$ cat src/rtl/sermem_pkg.sv
package sermem_pkg;

   // bus-side protocol states
   typedef enum logic [3:0] {
      ST_IDLE,
      ST_SEL,
      ST_SEL_ACK,
      ST_ADR,
      ST_ADR_ACK,
      ST_WR,
      ST_WR_ACK,
      ST_RD,
      ST_RD_ACK,
      ST_SKIP
   } bus_st_e;

   localparam logic [3:0] DEV_CODE = 4'b1010;
   localparam int         BYTE_W   = 8;

endpackage

$ cat src/rtl/sermem_sync.sv
module sermem_sync #(
   parameter int STAGES = 2
) (
   input  logic clk,
   input  logic rst_n,
   input  logic scl_i,
   input  logic sda_i,
   output logic sda_o,
   output logic scl_rise_o,
   output logic scl_fall_o,
   output logic start_o,
   output logic stop_o
);

   generate
      if (STAGES < 2) begin : g_bad_stages
         $error("sermem_sync: STAGES must be at least 2");
      end
   endgenerate

   logic [STAGES-1:0] scl_sh, sda_sh;
   logic              scl_q, sda_q;
   logic              scl_now, sda_now;

   always_ff @(posedge clk or negedge rst_n) begin
      if (!rst_n) begin
         scl_sh <= '1;
         sda_sh <= '1;
         scl_q  <= 1'b1;
         sda_q  <= 1'b1;
      end else begin
         scl_sh <= {scl_sh[STAGES-2:0], scl_i};
         sda_sh <= {sda_sh[STAGES-2:0], sda_i};
         scl_q  <= scl_sh[STAGES-1];
         sda_q  <= sda_sh[STAGES-1];
      end
   end

   assign scl_now    = scl_sh[STAGES-1];
   assign sda_now    = sda_sh[STAGES-1];
   assign sda_o      = sda_now;
   assign scl_rise_o = scl_now & ~scl_q;
   assign scl_fall_o = ~scl_now & scl_q;
   assign start_o    = scl_now & scl_q & sda_q & ~sda_now;
   assign stop_o     = scl_now & scl_q & ~sda_q & sda_now;

endmodule

$ cat src/rtl/sermem_wtimer.sv
module sermem_wtimer #(
   parameter int DIV   = 128,
   parameter int TICKS = 16
) (
   input  logic clk,
   input  logic rst_n,
   input  logic start_i,
   output logic busy_o
);

   generate
      if (DIV < 2 || TICKS < 2) begin : g_bad_timer
         $error("sermem_wtimer: DIV and TICKS must both be at least 2");
      end
   endgenerate

   localparam int DW = $clog2(DIV);
   localparam int TW = $clog2(TICKS);

   logic [DW-1:0] pre;
   logic [TW-1:0] tick;
   logic          busy_q;

   always_ff @(posedge clk or negedge rst_n) begin
      if (!rst_n) begin
         pre    <= '0;
         tick   <= '0;
         busy_q <= 1'b0;
      end else if (start_i && !busy_q) begin
         pre    <= '0;
         tick   <= '0;
         busy_q <= 1'b1;
      end else if (busy_q) begin
         if (pre == DW'(DIV - 1)) begin
            pre <= '0;
            if (tick == TW'(TICKS - 1)) busy_q <= 1'b0;
            else                         tick   <= tick + TW'(1);
         end else begin
            pre <= pre + DW'(1);
         end
      end
   end

   assign busy_o = busy_q;


   start_idle_chk: assert property (@(posedge clk) disable iff (!rst_n)
      start_i |-> !busy_o);


   busy_rise_chk: assert property (@(posedge clk) disable iff (!rst_n)
      $rose(busy_o) |-> $past(start_i));

endmodule

$ cat src/rtl/sermem_array.sv
module sermem_array #(
   parameter int AW           = 8,
   parameter int PW           = 3,
   parameter int DW           = 8,
   parameter bit ERASED_RESET = 1'b1
) (
   input  logic                          clk,
   input  logic                          rst_n,
   input  logic [AW-1:0]                 rd_addr_i,
   output logic [DW-1:0]                 rd_data_o,
   input  logic                          commit_i,
   input  logic [AW-PW-1:0]              page_i,
   input  logic [(1<<PW)-1:0]            mask_i,
   input  logic [(1<<PW)-1:0][DW-1:0]    data_i
);

   localparam int DEPTH = 1 << AW;
   localparam int PAGE  = 1 << PW;

   logic [DW-1:0] mem [DEPTH];

   generate
      if (ERASED_RESET) begin : g_erase
         always_ff @(posedge clk or negedge rst_n) begin
            if (!rst_n) begin
               for (int i = 0; i < DEPTH; i++) mem[i] <= '1;
            end else if (commit_i) begin
               for (int s = 0; s < PAGE; s++)
                  if (mask_i[s]) mem[{page_i, PW'(s)}] <= data_i[s];
            end
         end
      end else begin : g_keep
         always_ff @(posedge clk) begin
            if (commit_i) begin
               for (int s = 0; s < PAGE; s++)
                  if (mask_i[s]) mem[{page_i, PW'(s)}] <= data_i[s];
            end
         end
      end
   endgenerate

   assign rd_data_o = mem[rd_addr_i];


   commit_mask_chk: assert property (@(posedge clk) disable iff (!rst_n)
      commit_i |-> (mask_i != '0));

endmodule

$ cat src/rtl/sermem_i2c_slave.sv
module sermem_i2c_slave
   import sermem_pkg::*;
#(
   parameter int ADDR_W       = 8,
   parameter int PAGE_W       = 3,
   parameter int SYNC_STAGES  = 2,
   parameter int WR_DIV       = 128,
   parameter int WR_TICKS     = 16,
   parameter bit ERASED_RESET = 1'b1
) (
   input  logic       clk,
   input  logic       rst_n,
   input  logic       scl_i,
   input  logic       sda_i,
   input  logic [2:0] strap_i,
   output logic       sda_oe_o
);

   localparam int PAGE = 1 << PAGE_W;
   localparam int PG_W = ADDR_W - PAGE_W;

   generate
      if (ADDR_W > BYTE_W || PAGE_W < 1 || PAGE_W >= ADDR_W) begin : g_bad_geom
         $error("sermem_i2c_slave: need 1 <= PAGE_W < ADDR_W <= 8");
      end
   endgenerate

   logic sda_s, scl_rise, scl_fall, start_det, stop_det;

   sermem_sync #(.STAGES(SYNC_STAGES)) u_sync (
      .clk        (clk),
      .rst_n      (rst_n),
      .scl_i      (scl_i),
      .sda_i      (sda_i),
      .sda_o      (sda_s),
      .scl_rise_o (scl_rise),
      .scl_fall_o (scl_fall),
      .start_o    (start_det),
      .stop_o     (stop_det)
   );

   bus_st_e                        st;
   logic [3:0]                     bcnt;
   logic [BYTE_W-1:0]              sh;
   logic [BYTE_W-1:0]              tx;
   logic [ADDR_W-1:0]              ptr;
   logic [ADDR_W-1:0]              rd_addr;
   logic [BYTE_W-1:0]              rd_data;
   logic                           drive_q;
   logic                           rw_q;
   logic                           mack;
   logic [PAGE-1:0]                vmask;
   logic [PAGE-1:0][BYTE_W-1:0]    latch;
   logic                           commit;
   logic                           wr_busy;
   logic                           byte_done;
   logic                           rx_state;
   logic                           sel_match;

   assign byte_done = scl_fall && (bcnt == 4'd8);
   assign rx_state  = (st == ST_SEL) || (st == ST_ADR) || (st == ST_WR);
   assign sel_match = (sh[7:4] == DEV_CODE) && (sh[3:1] == strap_i) && !wr_busy;
   assign commit    = stop_det && (|vmask);
   assign rd_addr   = (st == ST_RD_ACK) ? ptr + ADDR_W'(1) : ptr;

   sermem_wtimer #(.DIV(WR_DIV), .TICKS(WR_TICKS)) u_timer (
      .clk     (clk),
      .rst_n   (rst_n),
      .start_i (commit),
      .busy_o  (wr_busy)
   );

   sermem_array #(
      .AW(ADDR_W), .PW(PAGE_W), .DW(BYTE_W), .ERASED_RESET(ERASED_RESET)
   ) u_array (
      .clk       (clk),
      .rst_n     (rst_n),
      .rd_addr_i (rd_addr),
      .rd_data_o (rd_data),
      .commit_i  (commit),
      .page_i    (ptr[ADDR_W-1:PAGE_W]),
      .mask_i    (vmask),
      .data_i    (latch)
   );

   always_ff @(posedge clk or negedge rst_n) begin
      if (!rst_n) begin
         st      <= ST_IDLE;
         bcnt    <= '0;
         sh      <= '0;
         tx      <= '0;
         ptr     <= '0;
         drive_q <= 1'b0;
         rw_q    <= 1'b0;
         mack    <= 1'b0;
         vmask   <= '0;
         latch   <= '0;
      end else if (start_det) begin
         st      <= ST_SEL;
         bcnt    <= '0;
         drive_q <= 1'b0;
         vmask   <= '0;
      end else if (stop_det) begin
         st      <= ST_IDLE;
         drive_q <= 1'b0;
         vmask   <= '0;
      end else begin
         if (rx_state && scl_rise && bcnt < 4'd8) begin
            sh   <= {sh[BYTE_W-2:0], sda_s};
            bcnt <= bcnt + 4'd1;
         end
         case (st)
            ST_SEL: if (byte_done) begin
               if (sel_match) begin
                  rw_q    <= sh[0];
                  drive_q <= 1'b1;
                  st      <= ST_SEL_ACK;
               end else begin
                  st <= ST_SKIP;
               end
            end
            ST_SEL_ACK: if (scl_fall) begin
               bcnt <= '0;
               if (rw_q) begin
                  tx      <= rd_data;
                  drive_q <= ~rd_data[BYTE_W-1];
                  st      <= ST_RD;
               end else begin
                  drive_q <= 1'b0;
                  st      <= ST_ADR;
               end
            end
            ST_ADR: if (byte_done) begin
               ptr     <= sh[ADDR_W-1:0];
               drive_q <= 1'b1;
               st      <= ST_ADR_ACK;
            end
            ST_WR: if (byte_done) begin
               latch[ptr[PAGE_W-1:0]] <= sh;
               vmask[ptr[PAGE_W-1:0]] <= 1'b1;
               ptr[PAGE_W-1:0]        <= ptr[PAGE_W-1:0] + PAGE_W'(1);
               drive_q                <= 1'b1;
               st                     <= ST_WR_ACK;
            end
            ST_ADR_ACK, ST_WR_ACK: if (scl_fall) begin
               drive_q <= 1'b0;
               bcnt    <= '0;
               st      <= ST_WR;
            end
            ST_RD: if (scl_fall) begin
               if (bcnt == 4'd7) begin
                  drive_q <= 1'b0;
                  bcnt    <= '0;
                  st      <= ST_RD_ACK;
               end else begin
                  tx      <= {tx[BYTE_W-2:0], 1'b0};
                  drive_q <= ~tx[BYTE_W-2];
                  bcnt    <= bcnt + 4'd1;
               end
            end
            ST_RD_ACK: begin
               if (scl_rise) mack <= ~sda_s;
               if (scl_fall) begin
                  if (mack) begin
                     ptr     <= ptr + ADDR_W'(1);
                     tx      <= rd_data;
                     drive_q <= ~rd_data[BYTE_W-1];
                     bcnt    <= '0;
                     st      <= ST_RD;
                  end else begin
                     st <= ST_SKIP;
                  end
               end
            end
            default: ;
         endcase
      end
   end

   assign sda_oe_o = drive_q;


   busy_no_ack_chk: assert property (@(posedge clk) disable iff (!rst_n)
      (st == ST_SEL_ACK) |-> !wr_busy);


   oe_rise_low_chk: assert property (@(posedge clk) disable iff (!rst_n)
      $rose(sda_oe_o) |-> $past(scl_fall));


   oe_fall_chk: assert property (@(posedge clk) disable iff (!rst_n)
      $fell(sda_oe_o) |-> $past(scl_fall || start_det || stop_det));


   abort_clear_chk: assert property (@(posedge clk) disable iff (!rst_n)
      start_det |=> (vmask == '0));


   page_hold_chk: assert property (@(posedge clk) disable iff (!rst_n)
      (st == ST_WR && byte_done && !start_det && !stop_det)
         |=> (ptr[ADDR_W-1:PAGE_W] == $past(ptr[ADDR_W-1:PAGE_W])));


   ptr_wrap_chk: assert property (@(posedge clk) disable iff (!rst_n)
      (st == ST_RD_ACK && scl_fall && mack && ptr == '1 && !start_det && !stop_det)
         |=> (ptr == '0));

endmodule

$ cat config.mk
export PLATFORM = sky130hd
export DESIGN_NAME = sermem_i2c_slave
export DESIGN_NICKNAME = d
export VERILOG_FILES = /design/src/rtl/sermem_pkg.sv /design/src/rtl/sermem_sync.sv /design/src/rtl/sermem_wtimer.sv /design/src/rtl/sermem_array.sv /design/src/rtl/sermem_i2c_slave.sv
export SDC_FILE = /design/constraint.sdc
export NUM_CORES = 2
export LEC_CHECK = 0
export BUFFER_PORTS_ARGS = -buffer_cell sky130_fd_sc_hd__buf_4
export CORE_MARGIN = 3
export CORE_UTILIZATION = 56
export DETAILED_ROUTE_END_ITERATION = 10
export MAX_ROUTING_LAYER = met4
export PLACE_DENSITY_LB_ADDON = 0.12
export SYNTH_ARGS = -nofsm -noshare
export SYNTH_HDL_FRONTEND = slang
export SYNTH_HIERARCHICAL = 1
export SYNTH_SLANG_ARGS = --single-unit
$ cat constraint.sdc
create_clock -name clk -period 4.5 [get_ports clk]
set_input_delay 0.45 -clock clk [delete_from_list [all_inputs] [get_ports clk]]
set_output_delay 0.45 -clock clk [all_outputs]
set_load 0.1 [all_outputs]
==> results.sh <==
export IMPL_wl_per_cell_microns=35.59
export IMPL_yosysSeqAreaShare_pct=56.10
export IMPL_synth_area_per_cell_sq_um=15.40
export IMPL_drt_iter0_drc=5903
export IMPL_final_max_slew_viol_count=0
export IMPL_dr_pass1_iters=5
export IMPL_viasPerCell=6.704
export IMPL_min_path_type="in2reg"
export IMPL_hold_ws_ps=90.16
export IMPL_finalCritPeriodShare_pct=98.94
export IMPL_dpl_cell_area_sq_um=107000
export IMPL_core_area_sq_um=179200
export IMPL_pre_cts_slack_ps=-200.4
export IMPL_synth_cell_types=86
export IMPL_layout_common_cells="mux2_2 (2119), dfstp_2 (2054), buf_4 (493)"
export IMPL_die_height_microns=431.7
export IMPL_grt_pass1_wl_mm=479.4
export IMPL_overflow=0
export IMPL_cts_sink_count=2172
export IMPL_grt_max_degree=153
export IMPL_pin_count=8
export IMPL_r2r_slack_ps=50
export IMPL_syn_cell_area_sq_um=101500
export IMPL_portBuffers=7
export IMPL_synth_edf_count=0
export IMPL_clkTransAtPathRegs_ps=60
export IMPL_ir_worst_vdd_uv=324.9
export IMPL_p_leak_nw=45.56
export IMPL_fillers=12980
export IMPL_die_area_sq_um=186300
export IMPL_clk_latency_ps=880
export IMPL_ys_warn_count=6
export IMPL_syn_nets=6604
export IMPL_drc_errors=0
export IMPL_total_power_mw=47.35
export IMPL_timing_final_crit_period_ps=4452
export IMPL_initial_core_util_pct=56.62
export IMPL_grt_pass1_vias=64610
export IMPL_worst_setup_path_start_kind="flip-flop"
export IMPL_fp_dieW_microns=431.7
export IMPL_antenna_found_initial=17
export IMPL_wl_mm=336.9
export IMPL_ant_nets=0
export IMPL_fin_util_pct=64.42
export IMPL_tns_ps=0
export IMPL_cap_violations=0
export IMPL_path_class="reg2reg"
export IMPL_crit_path_end_kind="flip-flop"
export IMPL_syn_inst=6591
export IMPL_fin_ws_ps=47.57
export IMPL_setup_viol=0
export IMPL_final_nets=6935
export IMPL_cts_root_buffer="clkbuf_16"
export IMPL_final_area_sq_um=115400
export IMPL_synthArstFlopShare_pct=100.0
export IMPL_rows=155
export IMPL_skew_ps=30.81
export IMPL_worst_slew_pin_slew_ps=1276
export IMPL_crit_fanout=14
export IMPL_clock_fmax_mhz=224.6
export IMPL_grtUsageTotal_pct=37.00
export IMPL_drive_gt1_share_pct=79.58
export IMPL_final_cells=9467
export IMPL_final_common_cell="mux2_2"
export IMPL_gp_congestion=1.021
export IMPL_status="finished, final reports clean"
export IMPL_hpwl_mm=212.0
export IMPL_dp_cells=9008
export IMPL_cts_tree="done"
export IMPL_cp_arrival_ps=5190
export IMPL_syn_to_final_growth_pct=13.77
export IMPL_num_vias=63470
export IMPL_finalHoldViolCount=0
export IMPL_htreeDepth=4
export IMPL_worstPathRequired_ps=5240
export IMPL_ys_ff_latch=2172
export IMPL_cellPowerDensity_nw_per_um2=410.1
export IMPL_synth_ff_type="dfstp_2"
export IMPL_numCtsBuffers=226
export IMPL_cts_max_path_buffers=3
export IMPL_slew_headroom_pct=14.93
## cells by family (layout without fill, tap and decap cells)
group                      after synthesis  count (layout)  synth area share (%)
other                                    0               7                     0
and+or+nand+nor                        639             640                 3.019
DFF                                   2172            2172                 56.10
AOI/OAI and AO/OA                      548             548                 3.746
buffers and inverters                  484             997                 2.296
adders and majority gates                6               6               0.07398
xor gates and xnor gates                11              11               0.09494
muxes                                 2731            2731                 34.67
## worst max-delay path: stages (launching register included)
cell	delay, ps
dfrtp_1	380
or4b_4	540
buf_4	210
nor2_1	120
buf_4	140
xor2_4	370
buf_4	190
and2b_1	280
buf_4	220
a22oi_1	170
nand2_1	230
o21ai_0	460
nor4_2	120
nor3_2	220
buf_4	180
nor2b_1	50
o22ai_1	110
a22oi_1	90
o21ai_1	130
mux2i_1	80
## power breakdown
group	internal (mW)	switching, mW	total, mW
logic	3.11	5.13	8.24
clock network	11.2	7.87	19.1
registers	19.7	0.283	20.0
total	34.1	13.3	47.3
## repair_timing
action                                 CTS  global route
setup endpoints to repair                5             8
hold buffers                             3             0
pin swaps                                0             9
endpoints found under the hold margin   52             0
gates cloned                             0             7
setup buffers                            4            27
gates resized for setup                  9            57
## cell usage after synthesis (all sizes together), types with 6 or more instances
cell type | number | area share [%]
mux2 | 2127 | 24
dfstp | 2054 | 53
mux4 | 412 | 9.1
clkbuf | 327 | 1.2
nor2 | 232 | 0.88
mux2i | 192 | 1.9
nand2 | 189 | 0.70
a22oi | 161 | 1.2
buf | 143 | 1.0
a21oi | 118 | 0.59
dfrtp | 118 | 2.9
o21ai | 51 | 0.25
o22ai | 44 | 0.27
nor3 | 35 | 0.20
o221ai | 32 | 0.28
a221oi | 31 | 0.27
a22o | 28 | 0.24
nor2b | 25 | 0.15
nand3 | 24 | 0.13
nand2b | 23 | 0.14
nor4 | 22 | 0.14
and2 | 17 | 0.10
inv | 14 | 0.052
a31oi | 13 | 0.080
a2111oi | 12 | 0.10
or2 | 11 | 0.070
and3 | 10 | 0.063
or3 | 10 | 0.063
a21boi | 8 | 0.059
o32ai | 8 | 0.069
a211oi | 7 | 0.052
nor3b | 7 | 0.062
o311ai | 7 | 0.060
xnor2 | 7 | 0.060
ha | 6 | 0.074
## cell type report
type | count | area [sq um] | share of cell area (%)
Sequential cell | 2172 | 57000 | 49.38
Multi-Input combinational cell | 3936 | 42570 | 36.88
Clock buffer | 356 | 6833 | 5.919
Timing Repair Buffer | 572 | 5248 | 4.546
Tap cell | 2355 | 2947 | 2.552
Clock inverter | 55 | 742.0 | 0.6427
Inverter | 14 | 78.83 | 0.06828
Antenna cell | 7 | 17.52 | 0.01517
## state kept, by name (all words and copies together), names as in the netlist
register and cells:
u_sync/sda_sh 2, u_timer/pre 7, rw_q 1, u_sync/scl_sh 2, sda_oe_o 1, tx 7, u_sync/sda_q 1, ptr 8
sh 8, bcnt 4, u_timer/tick 4, u_array/mem 2048, vmask 8, st 4, latch 64, mack 1
u_timer/busy_o 1, u_sync/scl_q 1
## worst paths after layout
| kind | from | end | cells after the start |
|---|---|---|---|
| hold reg to reg | u_sync/sda_sh[0] | u_sync/sda_sh[1] | 0 |
| hold / removal | strap_i[0] | st[1] | 6 |
| max in group asynchronous | rst_n | u_array/mem[535] | 4 |
| setup reg to reg | st[0] | sda_oe_o | 19 |
| min in group asynchronous | rst_n | bcnt[0] | 2 |
| setup / recovery | st[0] | sda_oe_o | 19 |
## routing by layer
metal	up-vias	GRT usage (%)	wire [microns]	share of wire, %
met3	617	7.674	29190	8.7
met2	2796	55.22	154100	46
li1	25340	-	-	-
met5	-	-	0	0
met1	34720	51.18	141300	42
met4	0	12.01	12240	3.6
No activity file was read; power rests on OpenSTA's default activity.
